[src/rtl/gpio_pkg.sv]
// Package: shared constants and index helpers for the GPIO controller.
// Assumes word addressing with a three-bit address.
package gpio_pkg;

    localparam int ADDR_W = 3;

    localparam logic [ADDR_W-1:0] ADR_LEVEL = 3'd0;
    localparam logic [ADDR_W-1:0] ADR_SET   = 3'd1;
    localparam logic [ADDR_W-1:0] ADR_CLR   = 3'd2;
    localparam logic [ADDR_W-1:0] ADR_DOUT  = 3'd3;
    localparam logic [ADDR_W-1:0] ADR_DIN   = 3'd4;

    // Bus bit index feeding line index i. The map is its own inverse.
    function automatic int perm_idx(int i, int w, bit mir, bit swp);
        int j;
        j = i;
        if (swp) j = (w / 8 - 1 - i / 8) * 8 + (i % 8);
        if (mir) j = w - 1 - j;
        return j;
    endfunction

endpackage

[src/rtl/gpio_lane_map.sv]
// Module: fixed bit permutation between the bus word and the line vector.
// It applies the optional byte swap and the optional mirroring. The map is
// an involution, so the same module serves the write path and the read path.
module gpio_lane_map #(
    parameter int W         = 32,
    parameter bit MIRROR    = 1'b0,
    parameter bit BYTE_SWAP = 1'b0
) (
    input  logic [W-1:0] in_word,
    output logic [W-1:0] out_word
);
    for (genvar i = 0; i < W; i++) begin : g_lane
        localparam int SRC = gpio_pkg::perm_idx(i, W, MIRROR, BYTE_SWAP);
        assign out_word[i] = in_word[SRC];
    end
endmodule

[src/rtl/gpio_sync.sv]
// Module: two-flop synchroniser for the pad inputs.
// Assumes each bit is independent. No multi-bit coherence is provided.
module gpio_sync #(
    parameter int W = 32
) (
    input  logic         clk,
    input  logic         rst_n,
    input  logic [W-1:0] d,
    output logic [W-1:0] q
);
    logic [W-1:0] meta_q;

    // Shift the pad levels through two stages, both cleared on reset.
    always_ff @(posedge clk) begin
        if (!rst_n) begin
            meta_q <= '0;
            q      <= '0;
        end else begin
            meta_q <= d;
            q      <= meta_q;
        end
    end
endmodule

[src/rtl/gpio_regs.sv]
// Module: output latch and direction state, in line order.
// Assumes the write data is already permuted into line order. Direction is
// stored once, and the input-direction view is its complement.
module gpio_regs #(
    parameter int W       = 32,
    parameter bit HAS_CLR = 1'b1
) (
    input  logic                      clk,
    input  logic                      rst_n,
    input  logic                      we,
    input  logic [gpio_pkg::ADDR_W-1:0] addr,
    input  logic [W-1:0]              wr_lines,
    output logic [W-1:0]              latch_q,
    output logic [W-1:0]              dir_q
);
    import gpio_pkg::*;

    // Update the output latch from set, clear, or whole-word writes.
    always_ff @(posedge clk) begin
        if (!rst_n) begin
            latch_q <= '0;
        end else if (we && addr == ADR_SET) begin
            latch_q <= HAS_CLR ? (latch_q | wr_lines) : wr_lines;
        end else if (we && addr == ADR_CLR && HAS_CLR) begin
            latch_q <= latch_q & ~wr_lines;
        end
    end

    // Update the direction from either polarity of direction write.
    always_ff @(posedge clk) begin
        if (!rst_n) begin
            dir_q <= '0;
        end else if (we && addr == ADR_DOUT) begin
            dir_q <= wr_lines;
        end else if (we && addr == ADR_DIN) begin
            dir_q <= ~wr_lines;
        end
    end


    reset_state_chk: assert property (@(posedge clk) disable iff (!rst_n)
        $rose(rst_n) |-> (latch_q == '0 && dir_q == '0));


    set_drives_high_chk: assert property (@(posedge clk) disable iff (!rst_n)
        (we && addr == ADR_SET && HAS_CLR) |=>
            ((latch_q & $past(wr_lines)) == $past(wr_lines)));


    set_keeps_zeros_chk: assert property (@(posedge clk) disable iff (!rst_n)
        (we && addr == ADR_SET && HAS_CLR) |=>
            ((latch_q & ~$past(wr_lines)) == ($past(latch_q) & ~$past(wr_lines))));


    clr_drives_low_chk: assert property (@(posedge clk) disable iff (!rst_n)
        (we && addr == ADR_CLR && HAS_CLR) |=>
            ((latch_q & $past(wr_lines)) == '0));


    plain_set_load_chk: assert property (@(posedge clk) disable iff (!rst_n)
        (we && addr == ADR_SET && !HAS_CLR) |=> (latch_q == $past(wr_lines)));
endmodule

[src/rtl/gpio_mmio_ctrl.sv]
// Module: top of the register-mapped GPIO controller.
// Assumes a single-cycle bus: read data is combinational from the address,
// and writes land at the next rising edge. Pads are external tri-state buffers.
module gpio_mmio_ctrl #(
    parameter int REG_W           = 32,
    parameter bit MIRROR          = 1'b0,
    parameter bit BYTE_SWAP       = 1'b0,
    parameter bit HAS_CLR         = 1'b1,
    parameter bit SET_READS_LATCH = 1'b0
) (
    input  logic             clk,
    input  logic             rst_n,
    input  logic [2:0]       bus_addr,
    input  logic             bus_we,
    input  logic [REG_W-1:0] bus_wdata,
    output logic [REG_W-1:0] bus_rdata,
    input  logic [REG_W-1:0] pad_in,
    output logic [REG_W-1:0] pad_out,
    output logic [REG_W-1:0] pad_oe
);
    import gpio_pkg::*;

    localparam bit WIDTH_OK = (REG_W == 8) || (REG_W == 16) ||
                              (REG_W == 32) || (REG_W == 64);

    // Reject unsupported configurations at elaboration.
    if (!WIDTH_OK) begin : g_bad_width
        $error("gpio_mmio_ctrl: REG_W must be 8, 16, 32 or 64");
    end
    if (BYTE_SWAP && REG_W == 64) begin : g_bad_swap
        $error("gpio_mmio_ctrl: byte swapping is not allowed at 64 bits");
    end

    logic [REG_W-1:0] wr_lines;
    logic [REG_W-1:0] rd_lines;
    logic [REG_W-1:0] latch_q;
    logic [REG_W-1:0] dir_q;
    logic [REG_W-1:0] pin_q;

    gpio_lane_map #(.W(REG_W), .MIRROR(MIRROR), .BYTE_SWAP(BYTE_SWAP)) u_wmap (
        .in_word (bus_wdata),
        .out_word(wr_lines)
    );

    gpio_regs #(.W(REG_W), .HAS_CLR(HAS_CLR)) u_regs (
        .clk     (clk),
        .rst_n   (rst_n),
        .we      (bus_we),
        .addr    (bus_addr),
        .wr_lines(wr_lines),
        .latch_q (latch_q),
        .dir_q   (dir_q)
    );

    gpio_sync #(.W(REG_W)) u_sync (
        .clk  (clk),
        .rst_n(rst_n),
        .d    (pad_in),
        .q    (pin_q)
    );

    // Select the line-order value of the register being read.
    always_comb begin
        rd_lines = '0;
        case (bus_addr)
            ADR_LEVEL: rd_lines = pin_q;
            ADR_SET:   rd_lines = SET_READS_LATCH ? latch_q : pin_q;
            ADR_DOUT:  rd_lines = dir_q;
            ADR_DIN:   rd_lines = ~dir_q;
            default:   rd_lines = '0;
        endcase
    end

    gpio_lane_map #(.W(REG_W), .MIRROR(MIRROR), .BYTE_SWAP(BYTE_SWAP)) u_rmap (
        .in_word (rd_lines),
        .out_word(bus_rdata)
    );

    assign pad_out = latch_q;
    assign pad_oe  = dir_q;


    unmapped_reads_zero_chk: assert property (@(posedge clk) disable iff (!rst_n)
        (bus_addr > ADR_DIN) |-> (bus_rdata == '0));


    unmapped_write_inert_chk: assert property (@(posedge clk) disable iff (!rst_n)
        (bus_we && bus_addr > ADR_DIN) |=> ($stable(pad_oe) && $stable(pad_out)));


    oe_holds_without_dir_write_chk: assert property (@(posedge clk) disable iff (!rst_n)
        !(bus_we && (bus_addr == ADR_DOUT || bus_addr == ADR_DIN)) |=> $stable(pad_oe));
endmodule

[config.mk]
export PLATFORM = sky130hd
export DESIGN_NAME = gpio_mmio_ctrl
export DESIGN_NICKNAME = d
export VERILOG_FILES = /design/src/rtl/gpio_pkg.sv /design/src/rtl/gpio_lane_map.sv /design/src/rtl/gpio_sync.sv /design/src/rtl/gpio_regs.sv /design/src/rtl/gpio_mmio_ctrl.sv
export SDC_FILE = /design/constraint.sdc
export NUM_CORES = 1
export LEC_CHECK = 0
export BUFFER_PORTS_ARGS = -buffer_cell sky130_fd_sc_hd__clkbuf_2
export CELL_PAD_IN_SITES_DETAIL_PLACEMENT = 1
export CELL_PAD_IN_SITES_GLOBAL_PLACEMENT = 2
export CORE_ASPECT_RATIO = 1.4
export CORE_MARGIN = 4
export CORE_UTILIZATION = 30
export CTS_BUF_LIST = sky130_fd_sc_hd__clkbuf_16
export DETAILED_ROUTE_END_ITERATION = 12
export PLACE_DENSITY = 0.87
export SKIP_CTS_REPAIR_TIMING = 1
export SLEW_MARGIN = 30
export SYNTH_ARGS = -nofsm -noshare
export SYNTH_HDL_FRONTEND = slang
export SYNTH_SLANG_ARGS = --single-unit
[constraint.sdc]
create_clock -name clk -period 1.95 [get_ports clk]
set_clock_uncertainty 0.15 [all_clocks]
set_input_delay 0.39 -clock clk [delete_from_list [all_inputs] [get_ports clk]]
set_output_delay 0.39 -clock clk [all_outputs]
set_load 0.005 [all_outputs]
==> impl_metrics.json <==
{
  "cts_buffer_depth": 2,
  "postRouteAntennaNets": 0,
  "final_common_cell": "clkbuf_2",
  "cts_tree": "yes",
  "final_cell_mix": "clkbuf_2, dfxtp_1, inv_1",
  "worstSkewPairLatency_ps": 420,
  "criticalPathCategory": "in -> out",
  "routed_wirelength_um": 19530,
  "cp_slowest_cell": "buf_4",
  "drc_errors": 0,
  "htree_levels": 4,
  "start_util_pct": 30.53,
  "crit_buf_inv": 3,
  "async_reset_ff_share_pct": 0,
  "wl_met1_um": 8007,
  "cts_made_buffers": 17,
  "cp_data_arrival_time_ps": 1360,
  "coreArea_mm2": 0.01929,
  "max_slew_margin_pct": 69.61,
  "required_ps": 1410,
  "rows": 60,
  "fillers": 2278,
  "finalCritPeriodShare_pct": 97.27,
  "dpl_worst_slack_ps": -104.1,
  "die_width_um": 126.4,
  "yosys_warnings": 0,
  "highest_layer": "met4",
  "seq_area_mm2": 0.002562,
  "cpMostUsedCell": "buf_4",
  "ios": 166,
  "wl_met2_um": 9933,
  "crit_path_start_kind": "primary input",
  "crit_path_max_incr_delay_ps": 310,
  "wl_met3_um": 955,
  "finish.net_count": 901,
  "grt_max_degree": 65,
  "cp_cell_sequence": "buf_4 -> buf_4 -> nor2b_1 -> a21oi_1 -> o22ai_1 -> clkbuf_2",
  "synth_edf_count": 0,
  "drt_iter0_drc": 206,
  "multi_input_area_mm2": 0.002907,
  "min_path_type": "in -> reg",
  "synth_nets": 746,
  "worstMarginPinSlew_ps": 455.8,
  "syn2layout_area_growth_pct": 32.03,
  "dpl.cell_count": 1060,
  "avgSynthCellArea_um2": 8.714,
  "fp.dieArea_mm2": 0.02197,
  "synth.distinct_cells": 22,
  "power_density_mw_per_mm2": 862.6,
  "setup_ws_ps": 53.21,
  "syn-instance-count": 676,
  "crit_family": "buffers and inverters",
  "clkSinkCount": 128,
  "ys.flop_type": "dfxtp_1",
  "path_clk_slew_ps": 60,
  "place.port_buffers": 165,
  "power.leakage_nw": 3.286,
  "min_period_ps": 1897,
  "first_pass_iters": 4,
  "status": "completed",
  "groute.usage.overall_pct": 17.80,
  "post-dp-hpwl_um": 13990,
  "grt_pass1_wl_um": 31200,
  "antenna_found_initial": 1,
  "via_per_inst": 4.969,
  "vias": 5431,
  "place_congestion": 0.8312,
  "yosysSeqAreaShare_pct": 43.50,
  "vdd_drop_max_mv": 0.7176,
  "maxCapViolCount": 0,
  "cts_root_buf": "clkbuf_16",
  "layout-drive-gt1-share_pct": 32.23,
  "cp-end-kind": "primary output",
  "final-hold-violation-count": 0,
  "fp.dieH_um": 173.8,
  "drv_slew": 0,
  "grt_pass1_vias": 5668,
  "fmax_mhz": 527.2,
  "critical_path.max_fanout": 21,
  "overflow": 0,
  "synth_seq_cells": 128,
  "wl_per_cell_um": 17.87,
  "finalSetupViolCount": 0,
  "syn-cell-area_mm2": 0.005891,
  "stdcell_count": 1093
}
worst paths after layout:
kind	from	endpoint	slack [ps]	cells past startpoint
worst max-delay path	bus_addr[1]	bus_rdata[0]	50	6
worst min-delay path	pad_in[31]	u_sync.meta_q[31]$_SDFF_PN0_	20	2
worst max register to register	u_regs.dir_q[22]$_SDFFE_PN0P_	u_regs.dir_q[22]$_SDFFE_PN0P_	680	3
worst min register to register	u_sync.meta_q[23]$_SDFF_PN0_	u_sync.q[23]$_SDFF_PN0_	280	1
through the flow:
stage	area (um2)	total power [mW]	utilization (%)	setup TNS (ps)	hold WS, ps
finish	7777	6.709	40.31	0	19.69
global route	7777	7.010	40.31	-8.390	14.12
detailed placement	7184	3.779	37.24	-417.9	270.0
CTS	7731	6.787	40.07	-451.9	1.363
global placement	7184	3.765	37.24	-166.1	263.8
floorplan	5891	3.353	-	0	261.9
metal layers:
metal	global-route usage, %	vias to the layer above
met1	21.06	2606
li1	-	2634
met3	3.607	41
met5	0	-
met4	8.318	0
met2	30.61	150
logic make-up after synthesis:
group,count (synthesis),share of synthesized area (%)
AO/OA/AOI/OAI,225,27.95
AND/OR/NAND/NOR,198,19.90
flip-flops,128,43.50
buffers and inverters,125,8.645
layout make-up:
class                      count  area share [%]
tap                          248           3.990
timing repair buffer         196           15.49
inverter                      65           3.137
antenna                        1         0.03218
sequential                   128           32.95
clock inverter                15           1.560
clock buffer                  17           5.470
multi-input combinational    423           37.37
synth_stat cells (all sizes together), types with 2 or more instances:
master | number | area share [%]
dfxtp | 128 | 44
and2 | 65 | 6.9
inv | 65 | 4.1
o21ai | 65 | 5.5
a21oi | 64 | 5.4
nor2b | 64 | 6.8
clkbuf | 41 | 2.6
a221o | 32 | 5.4
a221oi | 32 | 8.2
nand2 | 32 | 2.0
nand2b | 32 | 3.4
o22ai | 32 | 3.4
buf | 19 | 1.9
nor4bb | 2 | 0.34
worst reg2reg max path, cell delays in order (launching register included):
cell,delay (ps)
dfxtp_1,440
nor2b_1,80
a221o_1,360
a221oi_2,160
power by group:
group	switching, mW	internal, mW
Sequential	0.0780	2.74
Combinational	0.501	0.412
Clock	1.24	1.74
(Power assumes the default switching activity.)
